--- config.mk ---
export PLATFORM = sky130hd
export DESIGN_NAME = intr_pick
export DESIGN_NICKNAME = d
export VERILOG_FILES = /design/src/rtl/intr_pick_pkg.sv /design/src/rtl/intr_pend_reg.sv /design/src/rtl/intr_gate.sv /design/src/rtl/intr_prio.sv /design/src/rtl/intr_pick.sv
export SDC_FILE = /design/constraint.sdc
export NUM_CORES = 1
export LEC_CHECK = 0
export BUFFER_PORTS_ARGS = -buffer_cell sky130_fd_sc_hd__buf_2
export CORE_MARGIN = 3
export CORE_UTILIZATION = 40
export CTS_CLUSTER_DIAMETER = 80
export DETAILED_ROUTE_END_ITERATION = 8
export GPL_ROUTABILITY_DRIVEN = 0
export PLACE_DENSITY = 0.77
export SLEW_MARGIN = 5
export SYNTH_ARGS = -nofsm -noshare
export SYNTH_HDL_FRONTEND = slang
export SYNTH_HIERARCHICAL = 1
export SYNTH_SLANG_ARGS = --single-unit
--- constraint.sdc ---
create_clock -name clk -period 2 [get_ports clk]
set_input_delay 0.2 -clock clk [delete_from_list [all_inputs] [get_ports clk]]
set_output_delay 0.2 -clock clk [all_outputs]
set_load 0.01 [all_outputs]
--- src/rtl/intr_pick_pkg.sv ---
package intr_pick_pkg;
  localparam logic [1:0] PRIV_USER  = 2'd0;
  localparam logic [1:0] PRIV_SUPV  = 2'd1;
  localparam logic [1:0] PRIV_RSVD  = 2'd2;
  localparam logic [1:0] PRIV_MACH  = 2'd3;

  // Code 2 is folded onto user level.
  function automatic logic [1:0] fold_priv(input logic [1:0] p);
    return (p == PRIV_RSVD) ? PRIV_USER : p;
  endfunction

  function automatic logic mach_gate_open(input logic [1:0] p, input logic gie);
    logic [1:0] f;
    f = fold_priv(p);
    return (f != PRIV_MACH) || gie;
  endfunction

  function automatic logic supv_gate_open(input logic [1:0] p, input logic gie);
    logic [1:0] f;
    f = fold_priv(p);
    return (f == PRIV_USER) || ((f == PRIV_SUPV) && gie);
  endfunction
endpackage

--- src/rtl/intr_pend_reg.sv ---
module intr_pend_reg #(
  parameter int N = 32
) (
  input  logic         clk,
  input  logic         rst_n,
  input  logic         wr_en,
  input  logic [N-1:0] wr_mask,
  input  logic [N-1:0] wr_data,
  output logic [N-1:0] old_val,
  output logic [N-1:0] cur_val,
  output logic         req
);
  logic [N-1:0] val_q;
  logic [N-1:0] merged;
  logic         became_set;
  logic         became_clear;

  assign merged       = (val_q & ~wr_mask) | (wr_data & wr_mask);
  assign became_set   = wr_en && (val_q == '0) && (merged != '0);
  assign became_clear = wr_en && (val_q != '0) && (merged == '0);

  always_ff @(posedge clk) begin
    if (!rst_n) begin
      val_q <= '0;
      req   <= 1'b0;
    end else begin
      if (wr_en) val_q <= merged;
      if (became_set)        req <= 1'b1;
      else if (became_clear) req <= 1'b0;
    end
  end

  assign old_val = val_q;
  assign cur_val = val_q;
endmodule

--- src/rtl/intr_gate.sv ---
module intr_gate #(
  parameter int N = 32
) (
  input  logic [N-1:0] cand,
  input  logic [N-1:0] deleg,
  input  logic [1:0]   priv,
  input  logic         m_gie,
  input  logic         s_gie,
  output logic [N-1:0] passed
);
  import intr_pick_pkg::*;
  logic m_open;
  logic s_open;

  assign m_open = mach_gate_open(priv, m_gie);
  assign s_open = supv_gate_open(priv, s_gie);

  for (genvar i = 0; i < N; i++) begin : g_bit
    assign passed[i] = cand[i] && (deleg[i] ? s_open : m_open);
  end
endmodule

--- src/rtl/intr_prio.sv ---
module intr_prio #(
  parameter int N   = 32,
  parameter int IDW = $clog2(N)
) (
  input  logic [N-1:0]   vec,
  output logic           any,
  output logic [IDW-1:0] idx
);
  always_comb begin
    idx = '0;
    for (int i = N - 1; i >= 0; i--) begin
      if (vec[i]) idx = IDW'(i);
    end
  end
  assign any = |vec;
endmodule

--- src/rtl/intr_pick.sv ---
module intr_pick #(
  parameter int NUM_SRC = 32,
  localparam int IDW    = $clog2(NUM_SRC)
) (
  input  logic               clk,
  input  logic               rst_n,
  input  logic               pend_wr_en,
  input  logic [NUM_SRC-1:0] pend_wr_mask,
  input  logic [NUM_SRC-1:0] pend_wr_data,
  output logic [NUM_SRC-1:0] pend_old,
  output logic [NUM_SRC-1:0] pend_q,
  output logic               irq_req,
  input  logic [NUM_SRC-1:0] int_en,
  input  logic [NUM_SRC-1:0] deleg,
  input  logic [1:0]         priv,
  input  logic               m_gie,
  input  logic               s_gie,
  output logic               take,
  output logic [IDW-1:0]     take_id
);
  logic [NUM_SRC-1:0] cand;
  logic [NUM_SRC-1:0] gated;
  logic               sel_any;
  logic [IDW-1:0]     sel_idx;

  intr_pend_reg #(.N(NUM_SRC)) u_pend (
    .clk(clk), .rst_n(rst_n), .wr_en(pend_wr_en), .wr_mask(pend_wr_mask),
    .wr_data(pend_wr_data), .old_val(pend_old), .cur_val(pend_q), .req(irq_req)
  );

  assign cand = pend_q & int_en;

  intr_gate #(.N(NUM_SRC)) u_gate (
    .cand(cand), .deleg(deleg), .priv(priv), .m_gie(m_gie), .s_gie(s_gie),
    .passed(gated)
  );

  intr_prio #(.N(NUM_SRC), .IDW(IDW)) u_prio (
    .vec(gated), .any(sel_any), .idx(sel_idx)
  );

  always_ff @(posedge clk) begin
    if (!rst_n) begin
      take    <= 1'b0;
      take_id <= '0;
    end else begin
      take    <= sel_any;
      take_id <= sel_idx;
    end
  end
endmodule

==> summary.txt, run 1 <==
# rows -> 33
TritonCTS buffer count -> 5
CP Capture Type -> flop
Yosys synthesis warning count -> 6
Gr usage total -> 24.7%
Iter 0 DRT Violations -> 199
Count of final hold-check violations -> 0
CTS sink cnt -> 39
Post-synthesis sequential area ratio -> 22.3%
Critical path origin -> u_pend/cur_val[15]$_SDFFE_PN0P_
Clock latency at the later pin of the worst-skew pair -> 290 ps
Start of the worst register-to-register path -> u_pend/cur_val[15]$_SDFFE_PN0P_
Worst path depth -> 8
Crit Path Max Fanout -> 6
F_max -> 0.503 GHz
Post-Syn Instances -> 447
Post-Route WL -> 12900 um
Arrival time of the worst setup path -> 2220 ps
Core ar. -> 0.00834 mm2
CTS Buffer Depth -> 2
Congestion Overflow GR -> 0
Cell Pwr Density -> 466 mW/mm2
Relative slew slack -> 56.7%
Cells traversed along the worst timing path -> and2_1 > inv_1 > a311oi_2 > nor3_1 > or4_1 > nor3_2 > a21o_1 > and2_1
DPL Wire Length -> 10600 um
Reg2reg end -> take_id[1]$_SDFF_PN0_
Largest net degree at the start of global routing -> 40
Area grow syn2layout -> 43.3%
Outcome -> completed
Vias in the first global route -> 4265
Die W -> 99.5 um
Maximum VDD drop -> 0.301 mV
CP bufs+invs -> 1
Vias post-DR -> 4185
Setup CP Type -> reg -> reg
CTS Hold Bufs -> 0
TritonRoute pass-1 iters -> 5
Starting density of the core -> 42.0%
Grt peak-use layer -> met2
Min Tclk post-route -> 1990 ps
Min-delay worst type -> in -> reg
WP data required -> 2240 ps
Clock Root Buffer -> clkbuf_8
Mapped Area -> 0.00350 mm2
DIE AREA -> 0.00991 mm2
M1 GR Usage -> 28.5%
Maxcap violations -> 0
Syn_area_per_cell -> 7.83 um2
Startpoint Class -> flop
PortBufs -> 205
Htree depth -> 2
Static Leak -> 2.38 nW
Final Cycle Share -> 99.5%
Path depth of the worst reg2reg path -> 8
Commonest non-fill, non-tap cell in the layout -> buf_2
Post-DRT Antenna Nets -> 0
First-pass GRT wire length -> 20000 um
Design Power -> 2.34 mW
Post-Syn Nets -> 582
WL per Instance -> 16.8 um
Worst path max stage delay -> 460 ps
RSZ-0062 raised after global routing -> yes
Antenna cells -> 0
Most used cells in the layout excluding fill and tap cells -> buf_2 (205), nand2_1 (67), buf_4 (53)
Setup bufs post-CTS -> 0
Slowest cell on crit path -> or4_1
Critical path's top delay family -> simple AND/OR/NAND/NOR gates
Met3 usage -> 3.86%
Final setup vio count -> 0
Synth Register Bits -> 39
Die height -> 99.5 um
CTS tree -> built
Clock Skew -> 6.00 ps
Reg-to-reg slack, setup -> 10 ps
Vias/cell -> 5.44
Nets -> 799
Fin. max-slew vios -> 0
Most used cell along the critical path -> and2_1
Ports -> 206
Met2 usage in global routing -> 45.7%
Final std cells w/o fill -> 769
Last element of the critical path -> take_id[1]$_SDFF_PN0_
DRC -> 0
Reg clk slew, reported paths -> 90 ps
Actual slew at the worst max-slew pin -> 649 ps
Initial antenna violation count -> 0
Inst Count DP -> 762
Synth unique cells -> 39
Layout cells sized above 1 -> 47.3%
## through the flow
| stage | hold WS [ps] | util [%] | setup slack [ps] | TNS [ps] | instance area, um2 |
|---|---|---|---|---|---|
| 2_1_floorplan | 322 | - | 8.31 | 0 | 3590 |
| 3_3_place_gp | 492 | 58.6 | -143 | -506 | 4890 |
| 3_5_place_dp | 499 | 58.6 | -273 | -1160 | 4890 |
| 4_1_cts | 180 | 59.9 | 47.1 | 0 | 5000 |
| 5_1_grt | 197 | 60.1 | -123 | -183 | 5020 |
| 6_report | 189 | 60.1 | 10.4 | 0 | 5020 |
## kinds of logic (layout without fill, tap and decap cells)
family	count (synthesis)	in the layout	synth area share, %
buffers and inverters	92	309	14.4
DFF	39	39	22.3
and+or+nand+nor	195	195	28.9
muxes	32	32	9.15
AOI/OAI and AO/OA	89	89	25.2
## power breakdown
part | internal, mW | total (mW) | switching [mW]
clock network | 0.366 | 0.677 | 0.311
registers | 0.824 | 0.854 | 0.0300
logic | 0.386 | 0.808 | 0.422
## Yosys cell counts
master / n / share of area (%)
a311oi_1: 2 / 0.50
mux2i_1: 32 / 9.2
or4_4: 2 / 0.64
nor3_2: 3 / 0.86
clkbuf_1: 5 / 0.54
o31ai_1: 4 / 0.86
o21ai_0: 2 / 0.29
or4_1: 2 / 0.43
nand3_1: 33 / 4.7
and2_1: 39 / 7.0
nor2_1: 11 / 1.2
buf_4: 32 / 6.9
a2bb2oi_1: 1 / 0.25
and3b_1: 1 / 0.25
a21oi_1: 7 / 1.0
nor4_2: 1 / 0.36
nand2_1: 67 / 7.2
nor3b_1: 2 / 0.43
nand4_1: 11 / 2.0
nor3_1: 5 / 0.71
o21a_1: 3 / 0.64
a211oi_1: 1 / 0.21
a311oi_2: 30 / 13
buf_1: 4 / 0.43
nor4_1: 16 / 2.9
a21boi_0: 32 / 6.9
nor2b_1: 1 / 0.18
nand2b_1: 1 / 0.18
buf_2: 7 / 1.0
dfxtp_1: 39 / 22
a21o_1: 1 / 0.21
o2111ai_1: 1 / 0.25
a2111oi_0: 2 / 0.50
o21ai_1: 1 / 0.14
a21boi_2: 1 / 0.32
clkbuf_2: 1 / 0.14
inv_1: 39 / 4.2
a221oi_1: 1 / 0.25
buf_6: 4 / 1.3
## sequential cells by signal (all words and copies together), names as in the netlist
signal          cells
u_pend/req          1
take                1
take_id             5
u_pend/cur_val     32
## timing repair
action	in CTS	in global routing
setup endpoints to repair	0	5
hold endpoints to repair	0	0
gates resized for setup	0	3
## layer usage
layer  up-vias  share of wire, %
met5         -                 0
met4         0               2.3
met3        22               6.9
met2       194                52
met1      1971                39
li1       1998                 -
## worst min-delay path by stage
stage / from / to / cells past startpoint
after floorplan: rst_n / take$_SDFF_PN0_ / 1
after global placement: pend_wr_data[25] / u_pend/cur_val[25]$_SDFFE_PN0P_ / 3
after detailed placement: pend_wr_data[30] / u_pend/cur_val[30]$_SDFFE_PN0P_ / 3
after CTS: pend_wr_data[0] / u_pend/cur_val[0]$_SDFFE_PN0P_ / 3
after global routing: pend_wr_data[0] / u_pend/cur_val[0]$_SDFFE_PN0P_ / 3
final: pend_wr_data[0] / u_pend/cur_val[0]$_SDFFE_PN0P_ / 3
## worst min-delay path, delay by kind of cell
kind | cells | cell delay [ps]
buffers and inverters | 1 | 100
AOI/OAI and AO/OA | 1 | 70
and+or+nand+nor | 1 | 60
## layout make-up
type	instances	area, um2
fillers	774	3320
clock inverters	2	37.5
well taps	105	131
clock buffers	5	68.8
repair buffers	263	1520
inverters	39	146
multi-input cells	316	2330
flip-flops and latches	39	781
No activity file was read; power rests on OpenSTA's default activity.
==> run 2, diff against run 1 <==
Settings changed: CORE_MARGIN 3 to not set, CORE_UTILIZATION 40 to 49, CTS_BUF_LIST set to sky130_fd_sc_hd__clkbuf_2, PLACE_DENSITY 0.77 to 0.89.
Clock period 2 ns to 2.5 ns, I/O delays scaled along.
==> run 2 against run 1 <==
  * Die area fell by 24%
  * Combinational power fell by 31%
  * Via count fell by 4.0%
  * Flip-flop and latch count did not move
  * Clock power fell by 42%
  * Largest cell class unchanged
  * Wire length fell by 9.7%
  * Non-clock buffer count fell by 46
==> summary.txt, run 2 (same netlist as run 1, synthesis figures left out) <==
Setup_tns -> 0 ps (unchanged)
Die height -> 86.5 um (was 99.5 um)
Startpoint Class -> flop (unchanged)
Clock network fraction of total power -> 23.8% (was 28.9%)
TritonCTS buffer count -> 5 (unchanged)
DPL Wire Length -> 9320 um (was 10600 um)
DIE AREA -> 0.00748 mm2 (was 0.00991 mm2)
Vias in the first global route -> 3689 (was 4265)
Initial antenna violation count -> 0 (unchanged)
Starting density of the core -> 51.2% (was 42.0%)
Arrival time of the worst setup path -> 2640 ps (was 2220 ps)
Combinational group share of total power -> 33.8% (was 34.5%)
CP bufs+invs -> 1 (unchanged)
Min-delay worst type -> in -> reg (unchanged)
Final std cells w/o fill -> 715 (was 769)
Clock Root Buffer -> clkbuf_2 (was clkbuf_8)
First-pass GRT wire length -> 17600 um (was 20000 um)
Path depth of the worst reg2reg path -> 9 (was 8)
DP Worst Slack -> 80.6 ps (was -273 ps)
CTS tree -> built (unchanged)
Final worst slack -> 225 ps (was 10.4 ps)
Max FFs per register -> 32 (unchanged)
Cells traversed along the worst timing path -> and2_1 > inv_1 > a311oi_1 > nor3b_1 > nor3_1 > o31ai_1 > o2111ai_1 > a221oi_1 > and2_1 (was and2_1 > inv_1 > a311oi_2 > nor3_1 > or4_1 > nor3_2 > a21o_1 > and2_1)
Setup CP Type -> reg -> reg (unchanged)
Commonest non-fill, non-tap cell in the layout -> buf_2 (unchanged)
Inst Count DP -> 707 (was 762)
DRC -> 0 (unchanged)
CP Capture Type -> flop (unchanged)
PortBufs -> 205 (unchanged)
Die W -> 86.5 um (was 99.5 um)
Largest net degree at the start of global routing -> 40 (unchanged)
Crit Path Max Fanout -> 6 (unchanged)
Core ar. -> 0.00683 mm2 (was 0.00834 mm2)
F_max -> 0.440 GHz (was 0.503 GHz)
Nets -> 753 (was 799)
Start of the worst register-to-register path -> u_pend/cur_val[31]$_SDFFE_PN0P_ (was u_pend/cur_val[15]$_SDFFE_PN0P_)
Layout cells sized above 1 -> 42.5% (was 47.3%)
RSZ-0062 raised after global routing -> no (was yes)
Static Leak -> 2.11 nW (was 2.38 nW)
Area grow syn2layout -> 27.7% (was 43.3%)
CTS Hold Bufs -> 0 (unchanged)
Relative slew slack -> 58.8% (was 56.7%)
WL per Instance -> 16.3 um (was 16.8 um)
P_sw -> 568 uW (was 763 uW)
Slowest cell on crit path -> dfxtp_1 (was or4_1)
Flop pwr share -> 42.4% (was 36.5%)
Final setup vio count -> 0 (unchanged)
Maximum VDD drop -> 0.211 mV (was 0.301 mV)
Reg clk slew, reported paths -> 220 ps (was 90 ps)
Most used cell along the critical path -> and2_1 (unchanged)
CTS sink cnt -> 39 (unchanged)
Vias/cell -> 5.62 (was 5.44)
Iter 0 DRT Violations -> 279 (was 199)
Design Power -> 1.65 mW (was 2.34 mW)
Post-DRT Antenna Nets -> 0 (unchanged)
Worst path max stage delay -> 470 ps (was 460 ps)
Clock Skew -> 16.3 ps (was 6.00 ps)
Critical path's top delay family -> compound AO/OA/AOI/OAI gates (was simple AND/OR/NAND/NOR gates)
Count of final hold-check violations -> 0 (unchanged)
Htree depth -> 2 (unchanged)
Worst path depth -> 9 (was 8)
Most used cells in the layout excluding fill and tap cells -> buf_2 (205), nand2_1 (67), and2_1 (39), dfxtp_1 (39), inv_1 (39) (was buf_2 (205), nand2_1 (67), buf_4 (53))
CTS Buffer Depth -> 2 (unchanged)
Min Tclk post-route -> 2270 ps (was 1990 ps)
Post-cts resize count -> 0 (unchanged)
Vias post-DR -> 4016 (was 4185)
Antenna cells -> 0 (unchanged)
Int Pwr -> 1.09 mW (was 1.58 mW)
Cell Pwr Density -> 370 mW/mm2 (was 466 mW/mm2)
Ports -> 206 (unchanged)
Outcome -> completed (unchanged)
# rows -> 30 (was 33)
Gr usage total -> 30.2% (was 24.7%)
Hold Startpoint -> pend_wr_data[28] (was pend_wr_data[0])
Actual slew at the worst max-slew pin -> 617 ps (was 649 ps)
Congestion Overflow GR -> 0 (unchanged)
Hold Crit Depth -> 3 (unchanged)
Setup bufs post-CTS -> 0 (unchanged)
Clock latency at the later pin of the worst-skew pair -> 410 ps (was 290 ps)
WP data required -> 2870 ps (was 2240 ps)
Maxcap violations -> 0 (unchanged)
Fin. max-slew vios -> 0 (unchanged)
Post-Route WL -> 11700 um (was 12900 um)
Sw frac -> 34.3% (was 32.6%)
Final Cycle Share -> 91.0% (was 99.5%)
TritonRoute pass-1 iters -> 5 (unchanged)
Critical path origin -> u_pend/cur_val[31]$_SDFFE_PN0P_ (was u_pend/cur_val[15]$_SDFFE_PN0P_)
==> run 2: final cells by class <==
| class | count | area, um2 |
|---|---|---|
| Clock inverter | 3 | 38.8 |
| Multi-Input combinational cell | 316 | 2220 |
| Inverter | 39 | 146 |
| Tap cell | 96 | 120 |
| Fill cell | 634 | 2360 |
| Timing Repair Buffer | 217 | 1140 |
| Clock buffer | 5 | 25.0 |
| Sequential cell | 39 | 781 |
==> run 2: metrics by stage <==
| stage | hold slack, ps | area, um2 | utilization, % |
|---|---|---|---|
| 5_1_grt | 63.8 | 4470 | 65.4 |
| 4_1_cts | 81.2 | 4470 | 65.4 |
| 6_report | 101 | 4470 | 65.4 |
| 2_1_floorplan | 372 | 3500 | - |
| 3_5_place_dp | 527 | 4410 | 64.5 |
| 3_3_place_gp | 505 | 4410 | 64.5 |
==> run 2: routing by layer <==
metal	up-vias	wire, um	GRT usage, %
li1	1912	-	-
met1	1853	4810	38.4
met2	217	5690	50.0
met3	34	884	6.00
met4	0	284	12.0
met5	-	0	0
==> run 2: path summary, 6_finish.rpt <==
path / endpoint / slack [ps]
setup / recovery: take_id[0]$_SDFF_PN0_ / 230
hold / removal: u_pend/cur_val[28]$_SDFFE_PN0P_ / 100
setup reg to reg: take_id[0]$_SDFF_PN0_ / 230
hold reg to reg: u_pend/cur_val[4]$_SDFFE_PN0P_ / 550
==> run 2: power groups by stage <==
stage	clock [mW]	sequential [mW]	combinational, mW
6_report	0.394	0.701	0.558
5_1_grt	0.422	0.707	0.604
4_1_cts	0.398	0.699	0.552
3_5_place_dp	0	0.712	0.549
3_3_place_gp	0	0.710	0.536
2_1_floorplan	0	0.724	0.303
==> run 2: tightest hold or removal path, cell delays in order <==
cell	delay (ps)
buf_2	100
nand3_1	60
a21boi_0	70
